==> src/rtl/bitband_pkg.sv <==
package bitband_pkg;

  typedef enum logic [1:0] {
    ST_IDLE  = 2'd0,
    ST_READ  = 2'd1,
    ST_WRITE = 2'd2,
    ST_RESP  = 2'd3
  } bbState_t;

  // Strobes from control to datapath
  typedef struct packed {
    logic aliasMode;  // datapath drives ports from its own registers
    logic latchReq;   // capture translated request
    logic drvReq;     // downstream request
    logic drvWrite;   // downstream write
    logic lock;       // downstream lock
    logic capRead;    // capture read-phase data and error
    logic capWrErr;   // capture write-phase error
    logic respond;    // upstream ready pulse
  } bbStrobe_t;

endpackage

==> src/rtl/bitband_ctrl.sv <==
module bitband_ctrl
  import bitband_pkg::*;
(
  input  logic      clk,
  input  logic      rstN,
  input  logic      mReq,
  input  logic      mWrite,
  input  logic      aliasHit,
  input  logic      aliasBad,
  input  logic      sReady,
  input  logic      sErr,
  output bbStrobe_t strb
);

  bbState_t state, stateNext;

  always_ff @(posedge clk or negedge rstN) begin
    if (!rstN) state <= ST_IDLE;
    else       state <= stateNext;
  end

  always_comb begin
    stateNext = state;
    strb      = '0;
    unique case (state)
      ST_IDLE: begin
        if (mReq && aliasHit) begin
          strb.aliasMode = 1'b1;
          strb.latchReq  = 1'b1;
          stateNext      = aliasBad ? ST_RESP : ST_READ;
        end
      end
      ST_READ: begin
        strb.aliasMode = 1'b1;
        strb.drvReq    = 1'b1;
        strb.lock      = mWrite;
        if (sReady) begin
          strb.capRead = 1'b1;
          stateNext    = (sErr || !mWrite) ? ST_RESP : ST_WRITE;
        end
      end
      ST_WRITE: begin
        strb.aliasMode = 1'b1;
        strb.drvReq    = 1'b1;
        strb.drvWrite  = 1'b1;
        strb.lock      = 1'b1;
        if (sReady) begin
          strb.capWrErr = 1'b1;
          stateNext     = ST_RESP;
        end
      end
      ST_RESP: begin
        strb.aliasMode = 1'b1;
        strb.respond   = 1'b1;
        stateNext      = ST_IDLE;
      end
      default: stateNext = ST_IDLE;
    endcase
  end


  lock_hold_chk: assert property (@(posedge clk) disable iff (!rstN)
    (state == ST_WRITE) |-> $past(strb.lock));


  rd_err_stop_chk: assert property (@(posedge clk) disable iff (!rstN)
    (state == ST_READ && sReady && sErr) |=> (state == ST_RESP));


  bad_skip_chk: assert property (@(posedge clk) disable iff (!rstN)
    (state == ST_IDLE && mReq && aliasHit && aliasBad) |=> (state == ST_RESP));


  resp_once_chk: assert property (@(posedge clk) disable iff (!rstN)
    (state == ST_RESP) |=> (state == ST_IDLE));

endmodule

==> src/rtl/bitband_datapath.sv <==
module bitband_datapath
  import bitband_pkg::*;
#(
  parameter int               ADDR_W          = 32,
  parameter int               DATA_W          = 32,
  parameter int               ID_W            = 4,
  parameter logic [ID_W-1:0]  CORE_ID         = '0,
  parameter int               ALIAS_SPAN_LOG2 = 25,
  parameter logic [ADDR_W-1:0] MEM_ALIAS_BASE = 32'h2200_0000,
  parameter logic [ADDR_W-1:0] MEM_PRIM_BASE  = 32'h2000_0000,
  parameter logic [ADDR_W-1:0] PER_ALIAS_BASE = 32'h4200_0000,
  parameter logic [ADDR_W-1:0] PER_PRIM_BASE  = 32'h4000_0000
) (
  input  logic              clk,
  input  logic              rstN,
  input  bbStrobe_t         strb,
  input  logic              mReq,
  input  logic              mWrite,
  input  logic [ADDR_W-1:0] mAddr,
  input  logic [DATA_W-1:0] mWdata,
  input  logic [ID_W-1:0]   mId,
  output logic [DATA_W-1:0] mRdata,
  output logic              mReady,
  output logic              mErr,
  output logic              sReq,
  output logic              sWrite,
  output logic              sLock,
  output logic [ADDR_W-1:0] sAddr,
  output logic [DATA_W-1:0] sWdata,
  input  logic [DATA_W-1:0] sRdata,
  input  logic              sReady,
  input  logic              sErr,
  output logic              aliasHit,
  output logic              aliasBad
);

  localparam int WORD_LSB  = $clog2(DATA_W / 8);
  localparam int BIT_IDX_W = $clog2(DATA_W);
  localparam int NUM_W     = ALIAS_SPAN_LOG2 - WORD_LSB;
  localparam int OFF_W     = NUM_W - BIT_IDX_W + WORD_LSB;

  logic                 hitMem, hitPer;
  logic [NUM_W-1:0]     bitNum;
  logic [ADDR_W-1:0]    primOffset, primAddr;

  assign hitMem = mAddr[ADDR_W-1:ALIAS_SPAN_LOG2] == MEM_ALIAS_BASE[ADDR_W-1:ALIAS_SPAN_LOG2];
  assign hitPer = mAddr[ADDR_W-1:ALIAS_SPAN_LOG2] == PER_ALIAS_BASE[ADDR_W-1:ALIAS_SPAN_LOG2];
  assign aliasHit = hitMem || hitPer;
  assign aliasBad = (mAddr[WORD_LSB-1:0] != '0) || (mId != CORE_ID);

  assign bitNum     = mAddr[ALIAS_SPAN_LOG2-1:WORD_LSB];
  assign primOffset = ADDR_W'({bitNum[NUM_W-1:BIT_IDX_W], {WORD_LSB{1'b0}}});
  assign primAddr   = (hitPer ? PER_PRIM_BASE : MEM_PRIM_BASE) + primOffset;

  logic [ADDR_W-1:0]    primAddrQ;
  logic [BIT_IDX_W-1:0] bitPosQ;
  logic                 setQ, writeQ, bitQ, errQ;
  logic [DATA_W-1:0]    wordQ, bitMask;

  assign bitMask = DATA_W'(1) << bitPosQ;

  always_ff @(posedge clk or negedge rstN) begin
    if (!rstN) begin
      primAddrQ <= '0;
      bitPosQ   <= '0;
      setQ      <= 1'b0;
      writeQ    <= 1'b0;
      bitQ      <= 1'b0;
      errQ      <= 1'b0;
      wordQ     <= '0;
    end else begin
      if (strb.latchReq) begin
        primAddrQ <= primAddr;
        bitPosQ   <= bitNum[BIT_IDX_W-1:0];
        setQ      <= mWdata[0];
        writeQ    <= mWrite;
        bitQ      <= 1'b0;
        errQ      <= aliasBad;
      end
      if (strb.capRead) begin
        bitQ  <= sRdata[bitPosQ];
        wordQ <= setQ ? (sRdata | bitMask) : (sRdata & ~bitMask);
        errQ  <= sErr;
      end
      if (strb.capWrErr) errQ <= sErr;
    end
  end

  always_comb begin
    if (strb.aliasMode) begin
      sReq   = strb.drvReq;
      sWrite = strb.drvWrite;
      sLock  = strb.lock;
      sAddr  = primAddrQ;
      sWdata = wordQ;
      mReady = strb.respond;
      mErr   = strb.respond && errQ;
      mRdata = DATA_W'(bitQ && !writeQ);
    end else begin
      sReq   = mReq;
      sWrite = mWrite;
      sLock  = 1'b0;
      sAddr  = mAddr;
      sWdata = mWdata;
      mReady = sReady;
      mErr   = sErr;
      mRdata = sRdata;
    end
  end


  rmw_one_bit_chk: assert property (@(posedge clk) disable iff (!rstN)
    ($past(strb.capRead) && writeQ) |-> ($countones(wordQ ^ $past(sRdata)) <= 1));

endmodule

==> src/rtl/bitband_unit.sv <==
module bitband_unit
  import bitband_pkg::*;
#(
  parameter int               ADDR_W          = 32,
  parameter int               DATA_W          = 32,
  parameter int               ID_W            = 4,
  parameter logic [ID_W-1:0]  CORE_ID         = '0,
  parameter int               ALIAS_SPAN_LOG2 = 25,
  parameter logic [ADDR_W-1:0] MEM_ALIAS_BASE = 32'h2200_0000,
  parameter logic [ADDR_W-1:0] MEM_PRIM_BASE  = 32'h2000_0000,
  parameter logic [ADDR_W-1:0] PER_ALIAS_BASE = 32'h4200_0000,
  parameter logic [ADDR_W-1:0] PER_PRIM_BASE  = 32'h4000_0000
) (
  input  logic              clk,
  input  logic              rstN,
  input  logic              mReq,
  input  logic              mWrite,
  input  logic [ADDR_W-1:0] mAddr,
  input  logic [DATA_W-1:0] mWdata,
  input  logic [ID_W-1:0]   mId,
  output logic [DATA_W-1:0] mRdata,
  output logic              mReady,
  output logic              mErr,
  output logic              sReq,
  output logic              sWrite,
  output logic              sLock,
  output logic [ADDR_W-1:0] sAddr,
  output logic [DATA_W-1:0] sWdata,
  input  logic [DATA_W-1:0] sRdata,
  input  logic              sReady,
  input  logic              sErr
);

  bbStrobe_t strb;
  logic      aliasHit, aliasBad;

  bitband_ctrl ctrl_i (
    .clk      (clk),
    .rstN     (rstN),
    .mReq     (mReq),
    .mWrite   (mWrite),
    .aliasHit (aliasHit),
    .aliasBad (aliasBad),
    .sReady   (sReady),
    .sErr     (sErr),
    .strb     (strb)
  );

  bitband_datapath #(
    .ADDR_W          (ADDR_W),
    .DATA_W          (DATA_W),
    .ID_W            (ID_W),
    .CORE_ID         (CORE_ID),
    .ALIAS_SPAN_LOG2 (ALIAS_SPAN_LOG2),
    .MEM_ALIAS_BASE  (MEM_ALIAS_BASE),
    .MEM_PRIM_BASE   (MEM_PRIM_BASE),
    .PER_ALIAS_BASE  (PER_ALIAS_BASE),
    .PER_PRIM_BASE   (PER_PRIM_BASE)
  ) dp_i (
    .clk      (clk),
    .rstN     (rstN),
    .strb     (strb),
    .mReq     (mReq),
    .mWrite   (mWrite),
    .mAddr    (mAddr),
    .mWdata   (mWdata),
    .mId      (mId),
    .mRdata   (mRdata),
    .mReady   (mReady),
    .mErr     (mErr),
    .sReq     (sReq),
    .sWrite   (sWrite),
    .sLock    (sLock),
    .sAddr    (sAddr),
    .sWdata   (sWdata),
    .sRdata   (sRdata),
    .sReady   (sReady),
    .sErr     (sErr),
    .aliasHit (aliasHit),
    .aliasBad (aliasBad)
  );

endmodule

==> config.mk <==
export PLATFORM = sky130hd
export DESIGN_NAME = bitband_unit
export DESIGN_NICKNAME = d
export VERILOG_FILES = /design/src/rtl/bitband_pkg.sv /design/src/rtl/bitband_ctrl.sv /design/src/rtl/bitband_datapath.sv /design/src/rtl/bitband_unit.sv
export SDC_FILE = /design/constraint.sdc
export NUM_CORES = 1
export LEC_CHECK = 0
export BUFFER_PORTS_ARGS = -buffer_cell sky130_fd_sc_hd__buf_2
export CAP_MARGIN = 20
export CORE_MARGIN = 4
export CORE_UTILIZATION = 51
export DETAILED_ROUTE_END_ITERATION = 12
export PLACE_DENSITY_LB_ADDON = 0.2
export SETUP_SLACK_MARGIN = 0.4
export SYNTH_ARGS = -nofsm -noshare
export SYNTH_HDL_FRONTEND = slang
export SYNTH_HIERARCHICAL = 1
export SYNTH_SLANG_ARGS = --single-unit
==> constraint.sdc <==
create_clock -name clk -period 2.95 [get_ports clk]
set_input_delay 0 -clock clk [delete_from_list [all_inputs] [get_ports clk]]
set_output_delay 0 -clock clk [all_outputs]
set_load 0.05 [all_outputs]
==> After elaboration in Yosys (flattened, before gate mapping) <==
Index checks and enable logic that the tools add are counted.
{ "totals": {"register_bits": 75, "inputBits": 106, "out_inout_bits": 101, "wordCells": 71} }
{ "classes": {"addsub": 1, "n_lt_le_gt_ge": 1, "eq_ne": 8, "shifts": 1, "n_mux": 33, "n_bitwise": 3, "reduce_logical": 16} }
{ "op_table": {"columns": ["operator", "n"], "rows": [
  ["two-way mux 32 bit", 4],
  ["adder 32 x 20 -> 32 bit", 1],
  ["bitwise AND 32 bit", 1],
  ["NOT 32 bit", 1],
  ["bitwise OR 32 bit", 1],
  ["left shift 1 x 5 -> 32 bit (first input constant)", 1],
  ["two-way mux 31 bit", 1],
  ["two-way mux 1 bit", 19],
  ["two-way mux 2 bit", 5],
  ["one-hot mux 2 bit (4 select lines)", 1],
  ["== test 7 x 5 -> 1 bit (second input constant)", 1],
  ["== test 7 x 6 -> 1 bit (second input constant)", 1],
  ["< comparator 5 x 6 -> 1 bit (second input constant)", 1],
  ["binary-select mux 1 bit (select 5 bit)", 1],
  ["== test 2 bit (second input constant)", 2],
  ["inequality test 2 bit (second input constant)", 2],
  ["one-hot mux 1 bit (2 select lines)", 2],
  ["nonzero test 2 bit", 2],
  ["nonzero test 4 bit", 1],
  ["logical AND 1 bit", 3],
  ["logical OR 1 bit", 3],
  ["AND reduction 3 bit", 1],
  ["nonzero test 3 bit", 1],
  ["OR reduction 3 bit", 1],
  ["5 further kinds", 6]
]} }

==> Logic depth before layout (Yosys ltp) <==
{ "depth": {"ltp_word": 8, "ltp_mapped": 8, "depth_no_buf": 7} }

==> By module <==
Netlist, hierarchy kept.
{ "modules_own_cells": {"columns": ["module", "n_inst", "cells_each", "area_each_um2", "seq_area_each_um2"], "rows": [
  ["bitband_datapath", 1, 407, 4041.4, 1526.5],
  ["bitband_ctrl", 1, 27, 267.8, 50.0]
]} }

==> Worst setup path before layout <==
Ideal clock, no wire load.
{ "synth_path": {"kind": "register to output", "start": "reg ctrl_i.state[0]", "end": "out mErr", "arrival_ns": 2.193, "required_ns": 2.950, "path_slack_ns": 0.757, "path_stages_with_launch": 6, "n_path_buf": 1, "cell_sequence": "dfrtp_1 -> inv_1 -> ha_1 -> nand2_1 -> clkbuf_1 -> o21ai_0"} }
{ "synth_lines": {"columns": ["element", "line_no", "text"], "rows": [
  ["start: declaration", "bitband_ctrl.sv:15", "bbState_t state, stateNext;"],
  ["start signal: assignment", "bitband_ctrl.sv:19", "else state <= stateNext;"],
  ["end: declaration", "bitband_unit.sv:23", "output logic mErr,"]
]} }

==> metrics.md <==
| Metric | Value |
|---|---|
| Most common cell after layout, fill and taps aside | `buf_2` |
| Max Freq | `425.8 MHz` |
| Status | `completed` |
| Max Fanout on Critical Path | `57` |
| Main combinational cell family by area after synthesis | `multiplexers` |
| Nets | `768` |
| Initial drt markers | `between 150 and 200` |
| Area grow syn2layout | `39.29%` |
| Setup Skew | `about 0.0086 ns` |
| Post-synth ARST share | `100.0%` |
| Hold Path Class | `in -> reg` |
| Fin crit share | `between 70% and 80%` |
| Cell area after synthesis | `0.004309 mm2` |
| Max-cap viol count | `0` |
| WL final | `12170 um` |
| Port bufs | `206` |
| Crit. End Element | `output pin` |
| Synth Area in Adders | `between 2 and 2.5%` |
| Setup violations, final | `0` |
| HPWL after detailed placement | `slightly below 9000 um` |
| Core box area | `0.008217 mm2` |
| Die area | `approximately 0.01 mm2` |
| Minimum clock period | `2.349 ns` |
| Setup CP Type | `reg -> out` |
| CTS tree | `done` |
| Vias per cell | `between 5 and 6` |
| Multiplexer share of the synthesized area | `roughly a third` |
| XOR/XNOR share of the synthesized area | `less than 1%` |
| Post-Layout Cell Count | `765` |
| Largest net degree at the start of global routing | `between 50 and 60` |
| Flip-flop and latch area | `0.001577 mm2` |
| Final Hold Fails | `0` |
| Layout cells sized above 1 | `47.73%` |
| Slew headroom | `between 30% and 40%` |
| Sequential cell area fraction in the yosys report | `36.59%` |
| H-tree depth | `3` |
| Diodes inserted | `0` |
| Most frequent cells in the layout | `buf_2 (206), mux2_2 (80), dfrtp_1 (63)` |
| Residual DRC | `0` |
| Fillers | `645` |
| Root buffer cell | `clkbuf_8` |
| # placed instances | `718` |
| Detailed Routing Iterations Pass 1 | `4` |
| Clock latency on the worst-skew pair | `0.32 ns` |
| First-pass GRT wire length | `19050 um` |
| Congestion Overflow GR | `0` |
| DRT antenna net count | `0` |
| Initial antenna violation count | `0` |
| Post-synthesis cell type count | `40` |
| Pleak | `0.002948 uW` |
| Worst slew pin tran | `1.003 ns` |
| Die span in y | `between 90 and 100 um` |
| RSZ-0062 raised after global routing | `false` |
| Post-synthesis area per instance | `9.929 um2` |
| Power per cell area | `1091 mW/mm2` |
| Final Power | `between 6000 and 7000 uW` |
| Predominant post-synthesis flop cell | `dfrtp_1` |
| TritonCTS buffer count | `9` |
| Initial cell density of the core | `52.44%` |
| Setup_tns | `0 ns` |
| Pins Over Slew Limit | `0` |
| Critical Path AT | `2.35 ns` |
| CTS sink cnt | `63` |
| Register clock-pin slew on the reported worst setup and hold paths | `approximately 0.070 ns` |
| Total Routing Usage GR | `23.81%` |
| Chip Width | `99.92 um` |
| Vias in the first global route | `about 4000` |
| Vias after detailed routing | `4065` |
| Wire length per cell | `15.90 um` |
| Startpoint types | `flop` |
| Multi-input logic area | `0.002576 mm2` |
| Syn Inst Count | `434` |
| Worst Path Required | `2.95 ns` |
| EDFF count, synth | `0` |
| Maximum VDD drop | `between 0.0006 and 0.0007 V` |
| Post-CTS Setup Repair Bufs | `0` |
| Clock Tree Buf Depth | `2` |
| Seq cells post-synth | `63` |
| Warnings from Yosys | `6` |
| Syn Nets | `547` |
| Final Wtd Congestion | `0.8851` |
| Placement row count | `33` |
| Synth Area in Compound Gates | `roughly 7.6%` |
| Total I/O pin count | `207` |
| Post-Synth Simple-Gate Area | `16.81%` |
[report_power, final]
group          internal [uW]  switching [uW]
combinational           1250            2920
clock                    672             328
sequential              1160             217
[kinds of logic (layout without fill, tap and decap cells)]
group	Yosys count	after routing
AO/OA/AOI/OAI	55	55
adder cells (fa/ha/maj)	7	7
buffers and inverters	39	265
AND/OR/NAND/NOR	146	146
flip-flops	63	63
XOR/XNOR	1	1
multiplexers	123	123
[what timing repair did]
action,in CTS,in global routing
resized for setup,0,1
hold endpoints to repair,74,0
hold buffers,30,0
endpoints found under the setup margin,0,3
[critical path, cell delays in order, from the launching register on]
cell	delay (ns)
dfrtp_1	0.44
inv_1	0.14
ha_1	0.30
nand2_4	0.22
buf_12	0.29
mux2_2	0.38
buf_2	0.21
[through the flow]
stage | area (um2) | utilization, % | hold WS, ns | setup slack (ns)
after global routing | 6002 | 73.05 | 0.02609 | 0.4431
after detailed placement | 5408 | 65.81 | 0.2314 | 0.8375
final | 6002 | 73.05 | 0.01358 | 0.6013
after global placement | 5408 | 65.81 | 0.2341 | 0.9187
after floorplan | 4309 | - | -0.2956 | 0.7569
after CTS | 5978 | 72.76 | 0.0003411 | 0.5454
[state kept, by name (all words and copies together) (netlist names)]
signal / cells
dp_i/writeQ: 1
dp_i/bitQ: 1
dp_i/setQ: 1
ctrl_i/state: 2
dp_i/errQ: 1
dp_i/wordQ: 32
dp_i/primAddrQ: 20
dp_i/bitPosQ: 5
[layout make-up]
class                   count  share of cell area (%)
multi-input cells         332                   42.92
well taps                 105                   2.189
inverters                   6                  0.3752
flip-flops and latches     63                   26.27
clock buffers              11                   2.356
repair buffers            243                   23.74
clock inverters             5                   2.147
[worst paths after layout]
path / startpoint / endpoint / slack [ns] / depth (start not counted)
setup / recovery: ctrl_i/state[0]$_DFFE_PN0P_ / sAddr[14] / 0.60 / 6
hold / removal: sRdata[19] / dp_i/wordQ[19]$_DFFE_PN0P_ / 0.01 / 3
setup reg to reg: ctrl_i/state[0]$_DFFE_PN0P_ / dp_i/primAddrQ[29]$_DFFE_PN0P_ / 0.81 / 7
hold reg to reg: dp_i/primAddrQ[4]$_DFFE_PN0P_ / dp_i/primAddrQ[4]$_DFFE_PN0P_ / 0.51 / 1
max in group asynchronous: rstN / dp_i/wordQ[18]$_DFFE_PN0P_ / 2.15 / 4
min in group asynchronous: rstN / dp_i/wordQ[12]$_DFFE_PN0P_ / 0.04 / 2
[synth_stat cells (2+ instances only)]
| master | n | share of area, % |
|---|---|---|
| nand2b_1 | 3 | 0.44 |
| mux2i_1 | 37 | 8.6 |
| clkbuf_1 | 18 | 1.6 |
| a211oi_1 | 2 | 0.35 |
| buf_2 | 5 | 0.58 |
| nor2_1 | 51 | 4.4 |
| mux4_1 | 4 | 2.4 |
| nand4_1 | 2 | 0.29 |
| ha_1 | 7 | 2.0 |
| nand3b_1 | 2 | 0.35 |
| mux4_2 | 2 | 1.0 |
| a21oi_1 | 32 | 3.7 |
| o21ai_0 | 7 | 0.81 |
| nand3_1 | 6 | 0.70 |
| and2_1 | 2 | 0.29 |
| inv_1 | 6 | 0.52 |
| dfrtp_1 | 63 | 37 |
| nor3_1 | 8 | 0.93 |
| nand2_1 | 19 | 1.7 |
| buf_1 | 8 | 0.70 |
| a31oi_1 | 3 | 0.44 |
| mux2_2 | 80 | 21 |
| o22ai_1 | 2 | 0.29 |
| nor2b_1 | 49 | 7.1 |
[layer usage]
layer	wire length [um]	track usage (%)	up-vias
met5	0	0	-
met4	165	7.563	0
met3	847	4.795	16
met2	6193	41.00	152
met1	4959	30.05	1928
li1	-	-	1969
(Power assumes the default switching activity.)
